## config.mk

```make
export PLATFORM = sky130hd
export DESIGN_NAME = prbs7_bist
export DESIGN_NICKNAME = d
export VERILOG_FILES = /design/src/rtl/prbs7_bist.sv
export SDC_FILE = /design/constraint.sdc
export NUM_CORES = 1
export LEC_CHECK = 0
export BUFFER_PORTS_ARGS = -buffer_cell sky130_fd_sc_hd__buf_2
export CAP_MARGIN = 10
export CORE_ASPECT_RATIO = 1.75
export CORE_MARGIN = 5
export CORE_UTILIZATION = 40
export CTS_CLUSTER_SIZE = 30
export DETAILED_ROUTE_END_ITERATION = 16
export HOLD_SLACK_MARGIN = 0.02
export PLACE_DENSITY_LB_ADDON = 0.1
export SLEW_MARGIN = 5
export SYNTH_ARGS = -nofsm -noshare
export SYNTH_HDL_FRONTEND = slang
export SYNTH_SLANG_ARGS = --single-unit
```

## constraint.sdc

```tcl
create_clock -name clk -period 2.7 [get_ports clk]
set_clock_uncertainty 0.1 [all_clocks]
set_input_delay 0.405 -clock clk [delete_from_list [all_inputs] [get_ports clk]]
set_output_delay 0.405 -clock clk [all_outputs]
set_load 0.05 [all_outputs]
```

## src/rtl/prbs7_bist.sv

```systemverilog
module prbs7_bist #(
  parameter int W    = 20,
  parameter int LOCK = 20
) (
  input  logic         clk,
  input  logic         rst_n,
  input  logic         test_en,
  input  logic [W-1:0] norm_word,
  output logic [W-1:0] line_word,
  input  logic [W-1:0] rx_word,
  output logic         prbs_ok
);
  localparam int CW = $clog2(LOCK + 1);
  localparam logic [6:0] SEED = 7'h7F;

  function automatic logic [W+6:0] gen_step(input logic [6:0] s);
    logic [6:0] t;
    logic [W-1:0] w;
    t = s;
    for (int i = 0; i < W; i++) begin
      w[i] = t[6] ^ t[5];
      t = {t[5:0], w[i]};
    end
    return {t, w};
  endfunction

  function automatic logic [7:0] chk_step(input logic [6:0] s, input logic [W-1:0] rx,
                                          input logic first);
    logic [6:0] t;
    logic e, nb;
    t = s;
    e = 1'b0;
    for (int i = 0; i < W; i++) begin
      if (first && i < 7) nb = rx[i];
      else begin
        nb = t[6] ^ t[5];
        if (nb != rx[i]) e = 1'b1;
      end
      t = {t[5:0], nb};
    end
    if (t == 7'd0) e = 1'b1;
    return {e, t};
  endfunction

  logic [6:0]    gst, cst;
  logic [W-1:0]  line_q;
  logic          seeded, ok_q;
  logic [CW-1:0] run;

  logic [W+6:0] g_nx;
  logic [7:0]   c_nx;
  logic         c_err;

  assign g_nx  = gen_step(gst);
  assign c_nx  = chk_step(cst, rx_word, !seeded);
  assign c_err = c_nx[7];

  assign line_word = line_q;
  assign prbs_ok   = ok_q;

  always_ff @(posedge clk) begin
    if (!rst_n) begin
      gst    <= SEED;
      line_q <= '0;
      cst    <= SEED;
      seeded <= 1'b0;
      run    <= '0;
      ok_q   <= 1'b0;
    end else begin
      line_q <= test_en ? g_nx[W-1:0] : norm_word;
      gst    <= test_en ? g_nx[W+6:W] : SEED;
      if (!test_en || c_err) begin
        seeded <= 1'b0;
        run    <= '0;
        ok_q   <= 1'b0;
      end else begin
        seeded <= 1'b1;
        cst    <= c_nx[6:0];
        if (run != CW'(LOCK)) run <= run + 1'b1;
        ok_q   <= (run >= CW'(LOCK - 1));
      end
    end
  end

  a_r1_passthru: assert property (@(posedge clk) disable iff (!rst_n)
    !test_en |=> line_word == $past(norm_word));
  a_r4_gen_nonzero: assert property (@(posedge clk) disable iff (!rst_n)
    gst != 7'd0);
  a_r5_idle_low: assert property (@(posedge clk) disable iff (!rst_n)
    !test_en |=> !prbs_ok);
  a_r7_err_drops: assert property (@(posedge clk) disable iff (!rst_n)
    (test_en && c_err) |=> !prbs_ok);
  a_r6_rise_needs_en: assert property (@(posedge clk) disable iff (!rst_n)
    $rose(prbs_ok) |-> $past(test_en));
endmodule

```

==> results.toml, run 1 <==
[final_layout]
diodes = 0
syn2layout_area_growth_pct = 24.60
drive_gt1_share_pct = 35.29
mostFrequentLayoutCells = "63 x buf_2, 46 x xnor2_1, 35 x dfxtp_1"
final_common_cell = "buf_2"
nNetsFinal = 418

[sta]
rsz0062_at_grt = "yes"
fin_crit_sh_pct = 99.54
finalWorstSetupSlack_ps = 12.43
relSlewSlack_pct = 52.85
drv_slew = 0
setup_viol = 0
fmax_mhz = 372.1
tns_ps = 0
fin_crit_ps = 2688
hold_violations = 0
worst_pin_slew_ps = 698.1

[critical_path]
max_stage_delay_ps = 470
path_class = "flip-flop to flip-flop"
cp_cell_sequence = "xor3_2 -> xor2_1 -> mux2_4 -> nor4_4 -> o2111ai_4 -> nor4_4 -> o21ai_1"
required_ps = 2740
crit_buf_inv = 0
cp-start-kind = "flip-flop"
endpoint_kind = "flip-flop"
crit_arrival_ps = 2720
worst_path_most_repeated_cell = "nor4_4"
path_delay_family = "simple AND/OR/NAND/NOR gates"
cp_max_fo = 8
crit_slowest_cell = "xor3_2"

[clock_tree]
insertion_delay_ps = 280
cts.root.buffer_cell = "clkbuf_16"
cts.clk_slew.worst_paths_ps = 60
cts.sinks = 41
cts_tree = "built"
cts_hold_buf = 0
h-tree-depth = 2
numCtsBuffers = 5
clock_path_buffers = 2

[outcome]
status = "complete, no violations"

[synthesis]
syn_inst = 305
synth_nets = 350
netlist_area_um2 = 2924
synth-main-ff-cell = "dfxtp_1"
avgSynthCellArea_um2 = 9.587
synth_edf_count = 0
ys_types = 62
yosysSeqAreaShare_pct = 28.07
synthArstFlopShare_pct = 0
ys.warnings.count = 0
ys_seq_elements = 41

[global_route]
grt_overflow = 0
grt_first_pass_wirelength_um = 12340
grt.total_usage_pct = 17.83
grt_pass1_vias = 2528
grt_start_max_net_pins = 39
antenna_found_initial = 0

[pwr]
power_mw = 2.755
max-vdd-ir-drop_mv = 0.7385
leakagePower_nw = 1.590
power_density_nw_per_um2 = 756.0

[detailed_routing]
drt-wirelength-per-cell_um = 16.70
num_vias = 2459
drt.antenna.violating_nets = 0
drc = 0
drt-pass1-iter-count = 4
drt_iter0_markers = 97
via_per_inst = 5.346
routed_wl_um = 7684

[floorplanning]
initial_core_util_pct = 40.71
fp.dieArea_um2 = 9187
chipHeight_um = 123.1
core_um2 = 7182
placementRows = 41
ioPinCount = 64
chipWidth_um = 74.63

[placed_design]
port-buffer-count = 63
hpwlAfterDp_um = 6057
post-place-ws_ps = -212.9
place.gp.congestion = 0.8560

[run]
max_cap_violations = 0

[min_path]
min_path_type = "primary input to flip-flop"
where the power goes:
group / total [mW] / internal, mW / switching, mW
combinational: 1.34 / 0.530 / 0.807
sequential: 0.854 / 0.733 / 0.121
clock: 0.564 / 0.339 / 0.225
final timing paths:
kind                              startpoint           end  slack, ps  depth (start not counted)
worst max register to register        cst[5]        cst[2]         10                          7
worst max-delay path                  cst[5]        cst[2]         10                          7
worst min register to register        cst[5]        cst[5]        430                          2
worst min-delay path            norm_word[4]  line_word[4]        250                          2
Yosys cell counts, drive strengths merged (3+ instances only):
cell type,count,area share [%]
dfxtp,41,28
nand3,5,0.86
nand2,28,3.7
nor4,11,3.4
or3,3,0.81
nor2,9,1.2
a31oi,9,1.9
buf,10,2.5
and3,7,1.5
nor2b,5,1.1
o211ai,3,0.77
mux2i,9,4.6
inv,6,0.77
nor3,4,1.1
clkbuf,15,1.9
mux2,5,2.1
o211a,16,5.5
xnor2,48,15
a21oi,4,0.81
o21a,4,1.0
xor2,19,6.3
o2111a,3,1.2
o21ai,10,2.1
kinds of logic (layout without fill, tap and decap cells):
group           after synthesis  in the layout  share of synthesized area [%]
compound gates               65             65                          19.30
xor+xnor                     69             69                          23.24
fa+ha+maj                     2              2                         0.8557
buf+inv                      32            101                          5.776
flops                        41             41                          28.07
mux                          14             14                          6.675
simple gates                 82             82                          16.09
sequential cells by signal, indices dropped and copies added, names as in the netlist:
name / count
line_word: 20
seeded: 1
prbs_ok: 1
cst: 7
run: 5
gst: 7
stage by stage:
step                util (%)  area [um^2]  hold WS [ps]  std cells
finish                 50.73         3643         247.3        460
global route           50.73         3643         248.7        460
CTS                    49.72         3571         235.7        457
detailed placement     47.06         3379         461.4        449
global placement       47.06         3379         466.0        449
floorplan                  -         2924         442.8        305
worst register-to-register path, cell delays in order, from the launching register on:
cell	delay, ps
dfxtp_4	350
xor3_2	470
xor2_1	160
mux2_4	270
nor4_4	360
o2111ai_4	300
nor4_4	420
o21ai_1	120
routing by layer:
layer	vias up	track usage (%)	routed length, um	share of wire (%)
li1	1218	-	-	-
met1	1151	17.28	2663	35
met2	68	32.98	4327	56
met3	22	3.417	346	4.5
met4	0	11.36	346	4.5
met5	-	0	0	0
what timing repair did:
item / in CTS / in global routing
pin swaps: 1 / 8
resized for setup: 9 / 12
setup buffers: 0 / 3
setup endpoints to repair: 12 / 14
layout make-up:
class	count	area (um^2)
Clock buffer	6	128.9
Clock inverter	2	10.01
Fill cell	698	3538
Inverter	7	38.79
Multi-Input combinational cell	232	2008
Sequential cell	41	833.3
Tap cell	86	107.6
Timing Repair Buffer	86	516.7
(Power assumes the default switching activity.)
==> inputs of run 2 (changes only) <==
==> constraint.sdc (replaced) <==
create_clock -name clk -period 2.8 [get_ports clk]
set_clock_uncertainty 0.1 [all_clocks]
set_input_delay 0.42 -clock clk [delete_from_list [all_inputs] [get_ports clk]]
set_output_delay 0.42 -clock clk [all_outputs]
set_load 0.05 [all_outputs]
==> run 2 against run 1 <==
  * Routed wire length shrank 1.4%
  * Clock-buffer cell count grew 1
  * Critical path depth is the same
==> results.toml, run 2 (synthesis results as in run 1) <==
[final_layout]
nFillCells = 720
instances_no_fill = 447
multi_input_area_um2 = 1941
nNetsFinal = 406
largest_register_ffs = 20
syn2layout_area_growth_pct = 18.01
regArea_um2 = 823.3
final_common_cell = "buf_2"
diodes = 0
drive_gt1_share_pct = 29.64
mostFrequentLayoutCells = "63 x buf_2, 46 x xnor2_1, 39 x dfxtp_1"

[global_route]
grt_start_max_net_pins = 39
grt_first_pass_wirelength_um = 11990
grt_overflow = 0
grt_pass1_vias = 2501
grt.total_usage_pct = 17.31
antenna_found_initial = 0

[clock_tree]
insertion_delay_ps = 280
cts.sinks = 41
cts_setup_buffers = 0
cts_tree = "built"
numCtsBuffers = 5
h-tree-depth = 2
clock_path_buffers = 2
cts.root.buffer_cell = "clkbuf_16"
cts.clk_slew.worst_paths_ps = 60
cts_hold_buf = 0

[critical_path]
path_delay_family = "multiplexers"
cp_cell_sequence = "xor3_1 -> mux2i_2 -> nand3_1 -> mux2i_1 -> o2111ai_4 -> nor4_1 -> o21ai_1"
cp-startpoint = "cst[6]"
crit_arrival_ps = 2700
endpoint_kind = "flip-flop"
max_stage_delay_ps = 490
required_ps = 2840
crit_buf_inv = 0
cp-start-kind = "flip-flop"
r2r_start = "cst[6]"
crit_slowest_cell = "dfxtp_1"
cp_max_fo = 8
worst_r2r_path_depth = 7
rrSetupSlack_ps = 140
path_class = "flip-flop to flip-flop"
timing.rr.end = "cst[3]"

[detailed_routing]
drt_iter0_markers = 65
drt.antenna.violating_nets = 0
drc = 0
drt-wirelength-per-cell_um = 16.95
via_per_inst = 5.389
routed_wl_um = 7578
drt-pass1-iter-count = 4
num_vias = 2409

[sta]
drv_slew = 0
fin_crit_sh_pct = 94.92
worst_pin_slew_ps = 661.9
rsz0062_at_grt = "no"
tns_ps = 0
setup_viol = 0
hold_violations = 0
fmax_mhz = 376.3
relSlewSlack_pct = 55.29
fin_crit_ps = 2658

[pwr]
power_density_nw_per_um2 = 769.8
max-vdd-ir-drop_mv = 0.6106
power_mw = 2.656
leakagePower_nw = 1.520

[min_path]
hp-start = "norm_word[10]"
min_path_type = "primary input to flip-flop"
min_path_cells = 2
holdPathEnd = "line_word[10]"

[floorplanning]
fp.dieArea_um2 = 9187
ioPinCount = 64
initial_core_util_pct = 40.71
chipHeight_um = 123.1
core_um2 = 7182
chipWidth_um = 74.63
placementRows = 41

[placed_design]
dp.cells = 440
place.gp.congestion = 0.8327
hpwlAfterDp_um = 5922
port-buffer-count = 63

[outcome]
status = "complete, no violations"

[run]
max_cap_violations = 0
[run 2: metrics by stage]
stage               util (%)  setup slack, ps  hold slack (ps)  instance area (um^2)
floorplan                  -            442.6            442.9                  2924
global placement       45.94            34.68            473.3                  3299
detailed placement     45.94           -18.09            469.8                  3299
CTS                    47.94            72.76            247.6                  3443
global route           48.05            14.52            255.5                  3451
finish                 48.05            142.3            256.3                  3451
[run 2: worst max path at each step]
stage,endpoint,slack [ps],cells past startpoint
4_1_cts,cst[4],70,7
3_5_place_dp,cst[4],-20,7
2_1_floorplan,prbs_ok,440,8
6_report,cst[3],140,7
5_1_grt,cst[0],10,8
3_3_place_gp,cst[4],30,8
[run 2: routing by layer]
metal	GRT usage [%]	vias to the layer above	share of wire, %
met2	33.92	60	58
met4	7.684	0	3.2
met1	16.69	1139	36
met5	0	-	0
li1	-	1196	-
met3	3.092	14	3.4
[run 2: layout make-up]
class / instances / area share [%]
Multi-Input combinational cell: 232 / 56.24
Tap cell: 86 / 3.118
Clock buffer: 7 / 4.133
Inverter: 7 / 1.124
Timing Repair Buffer: 74 / 11.53
Sequential cell: 41 / 23.86
[run 2: power by group]
group | switching (mW) | leakage (nW) | internal (mW)
Sequential | 0.120 | 0.336 | 0.709
Combinational | 0.762 | 1.11 | 0.499
Clock | 0.217 | 0.0700 | 0.350
[run 2: timing repair]
item	CTS	global route
setup endpoints to repair	1	7
pin swaps	0	0
resized for setup	1	2
endpoints found under the hold margin	0	0
==> inputs of run 3 (changes only) <==
==> constraint.sdc (replaced) <==
create_clock -name clk -period 2.6 [get_ports clk]
set_clock_uncertainty 0.1 [all_clocks]
set_input_delay 0.39 -clock clk [delete_from_list [all_inputs] [get_ports clk]]
set_output_delay 0.39 -clock clk [all_outputs]
set_load 0.05 [all_outputs]
==> run 3 against run 2 <==
  * Power is 7.5% higher
  * Final cell count is 4.3% higher
  * Sequential share of layout area is 1.3 points lower
  * Critical path depth increased by 2
  * Non-clock buffer count rose by 20
  * Largest cell class unchanged
==> results.toml, run 3 (synthesis results as in run 1) <==
[sta]
drv_slew = 0
fmax_mhz = 398.0
rsz0062_at_grt = "yes"
tns_ps = 0
worst_pin_slew_ps = 601.7
hold_violations = 0
hold_ws_ps = 230.0
fin_crit_ps = 2512
relSlewSlack_pct = 59.36
finalWorstSetupSlack_ps = 87.61
fin_crit_sh_pct = 96.63
setup_viol = 0

[clock_tree]
insertion_delay_ps = 280
cts_hold_buf = 0
h-tree-depth = 2
cts.sinks = 41
cts_tree = "built"
cts.clk_slew.worst_paths_ps = 60
numCtsBuffers = 5
cts.root.buffer_cell = "clkbuf_16"
clock_path_buffers = 2

[global_route]
grt_pass1_vias = 2426
grt.total_usage_pct = 17.67
grt_start_max_net_pins = 39
grt_first_pass_wirelength_um = 12150
grt_overflow = 0
antenna_found_initial = 0

[placed_design]
post-place-ws_ps = -172.9
hpwlAfterDp_um = 6093
port-buffer-count = 63
dp.cells = 456
place.gp.congestion = 0.7894
dpl_cell_area_um2 = 3445

[floorplanning]
chipHeight_um = 123.1
fp.dieArea_um2 = 9187
chipWidth_um = 74.63
placementRows = 41
ioPinCount = 64
initial_core_util_pct = 40.71
core_um2 = 7182

[final_layout]
syn2layout_area_growth_pct = 26.23
final_common_cell = "buf_2"
largest_register_ffs = 20
utilization_pct = 51.39
drive_gt1_share_pct = 36.84
instances_no_fill = 466
mostFrequentLayoutCells = "63 x buf_2, 46 x xnor2_1, 35 x dfxtp_1"
diodes = 0
nNetsFinal = 426
stdcell_area_um2 = 3691

[critical_path]
crit_arrival_ps = 2590
endpoint_kind = "flip-flop"
cp_max_fo = 8
cp-start-kind = "flip-flop"
required_ps = 2670
path_class = "flip-flop to flip-flop"

[pwr]
seq_power_share_pct = 31.3
swShare_pct = 41.82
pwr-share-comb_pct = 48.8
power_mw = 2.854
p_clk_share_pct = 20.0
internal_power_mw = 1.661
power_density_nw_per_um2 = 773.3
power_switching_mw = 1.194
leakagePower_nw = 1.621
max-vdd-ir-drop_mv = 0.5927

[detailed_routing]
drt.antenna.violating_nets = 0
routed_wl_um = 7651
drt-wirelength-per-cell_um = 16.42
drt-pass1-iter-count = 4
via_per_inst = 5.303
drt_iter0_markers = 112
num_vias = 2471
drc = 0

[outcome]
status = "complete, no violations"

[min_path]
min_path_type = "primary input to flip-flop"

[run]
max_cap_violations = 0
-- run 3: changes by cell type in the layout (fill, tap and decap cells not counted), sizes merged --
cell | previous run | this run
clkinv | 1 | 2
clkbuf | 7 | 5
buf | 74 | 94
-- run 3: per-layer routing --
metal  up-vias  GRT usage [%]  wire length (um)
li1       1232              -                 -
met2        49          35.13              4478
met1      1181          17.45              2789
met3         9          2.441               237
met5         -              0                 0
met4         0          6.904               146
-- run 3: final cells by class --
| class | instances | area, um^2 |
|---|---|---|
| Tap cell | 86 | 107.6 |
| Clock buffer | 5 | 125.1 |
| Fill cell | 711 | 3491 |
| Sequential cell | 41 | 833.3 |
| Multi-Input combinational cell | 232 | 2008 |
| Clock inverter | 1 | 5.005 |
| Inverter | 7 | 38.79 |
| Timing Repair Buffer | 94 | 573.1 |
-- run 3: worst paths after layout --
| kind | startpoint | endpoint | slack, ps | depth (start not counted) |
|---|---|---|---|---|
| worst min register to register | run[4] | prbs_ok | 440 | 1 |
| worst max register to register | cst[1] | prbs_ok | 90 | 9 |
| worst max-delay path | cst[1] | prbs_ok | 90 | 9 |
| worst min-delay path | norm_word[4] | line_word[4] | 230 | 2 |
-- run 3: power groups by stage --
stage / clock network, mW / registers (mW) / logic, mW
global placement: 0 / 0.910 / 1.38
CTS: 0.594 / 0.896 / 1.40
finish: 0.570 / 0.892 / 1.39
detailed placement: 0 / 0.906 / 1.38
global route: 0.620 / 0.910 / 1.51
floorplan: 0 / 1.11 / 0.844
-- run 3: timing repair --
action                                  4_1_cts  5_1_grt
resized for setup                             4       16
gates cloned                                  0        0
pin swaps                                     0        8
endpoints found under the setup margin       14       14
buffers inserted                              0        4
-- run 3: worst max-delay path, cell delays in order (launching register included) --
cell and delay [ps]:
dfxtp_4 370, buf_4 160, xor2_4 190, mux2_4 310, buf_4 150, nor4b_2 320, a22oi_2 130, o21ai_4 330
nor3_4 120, and4b_1 220
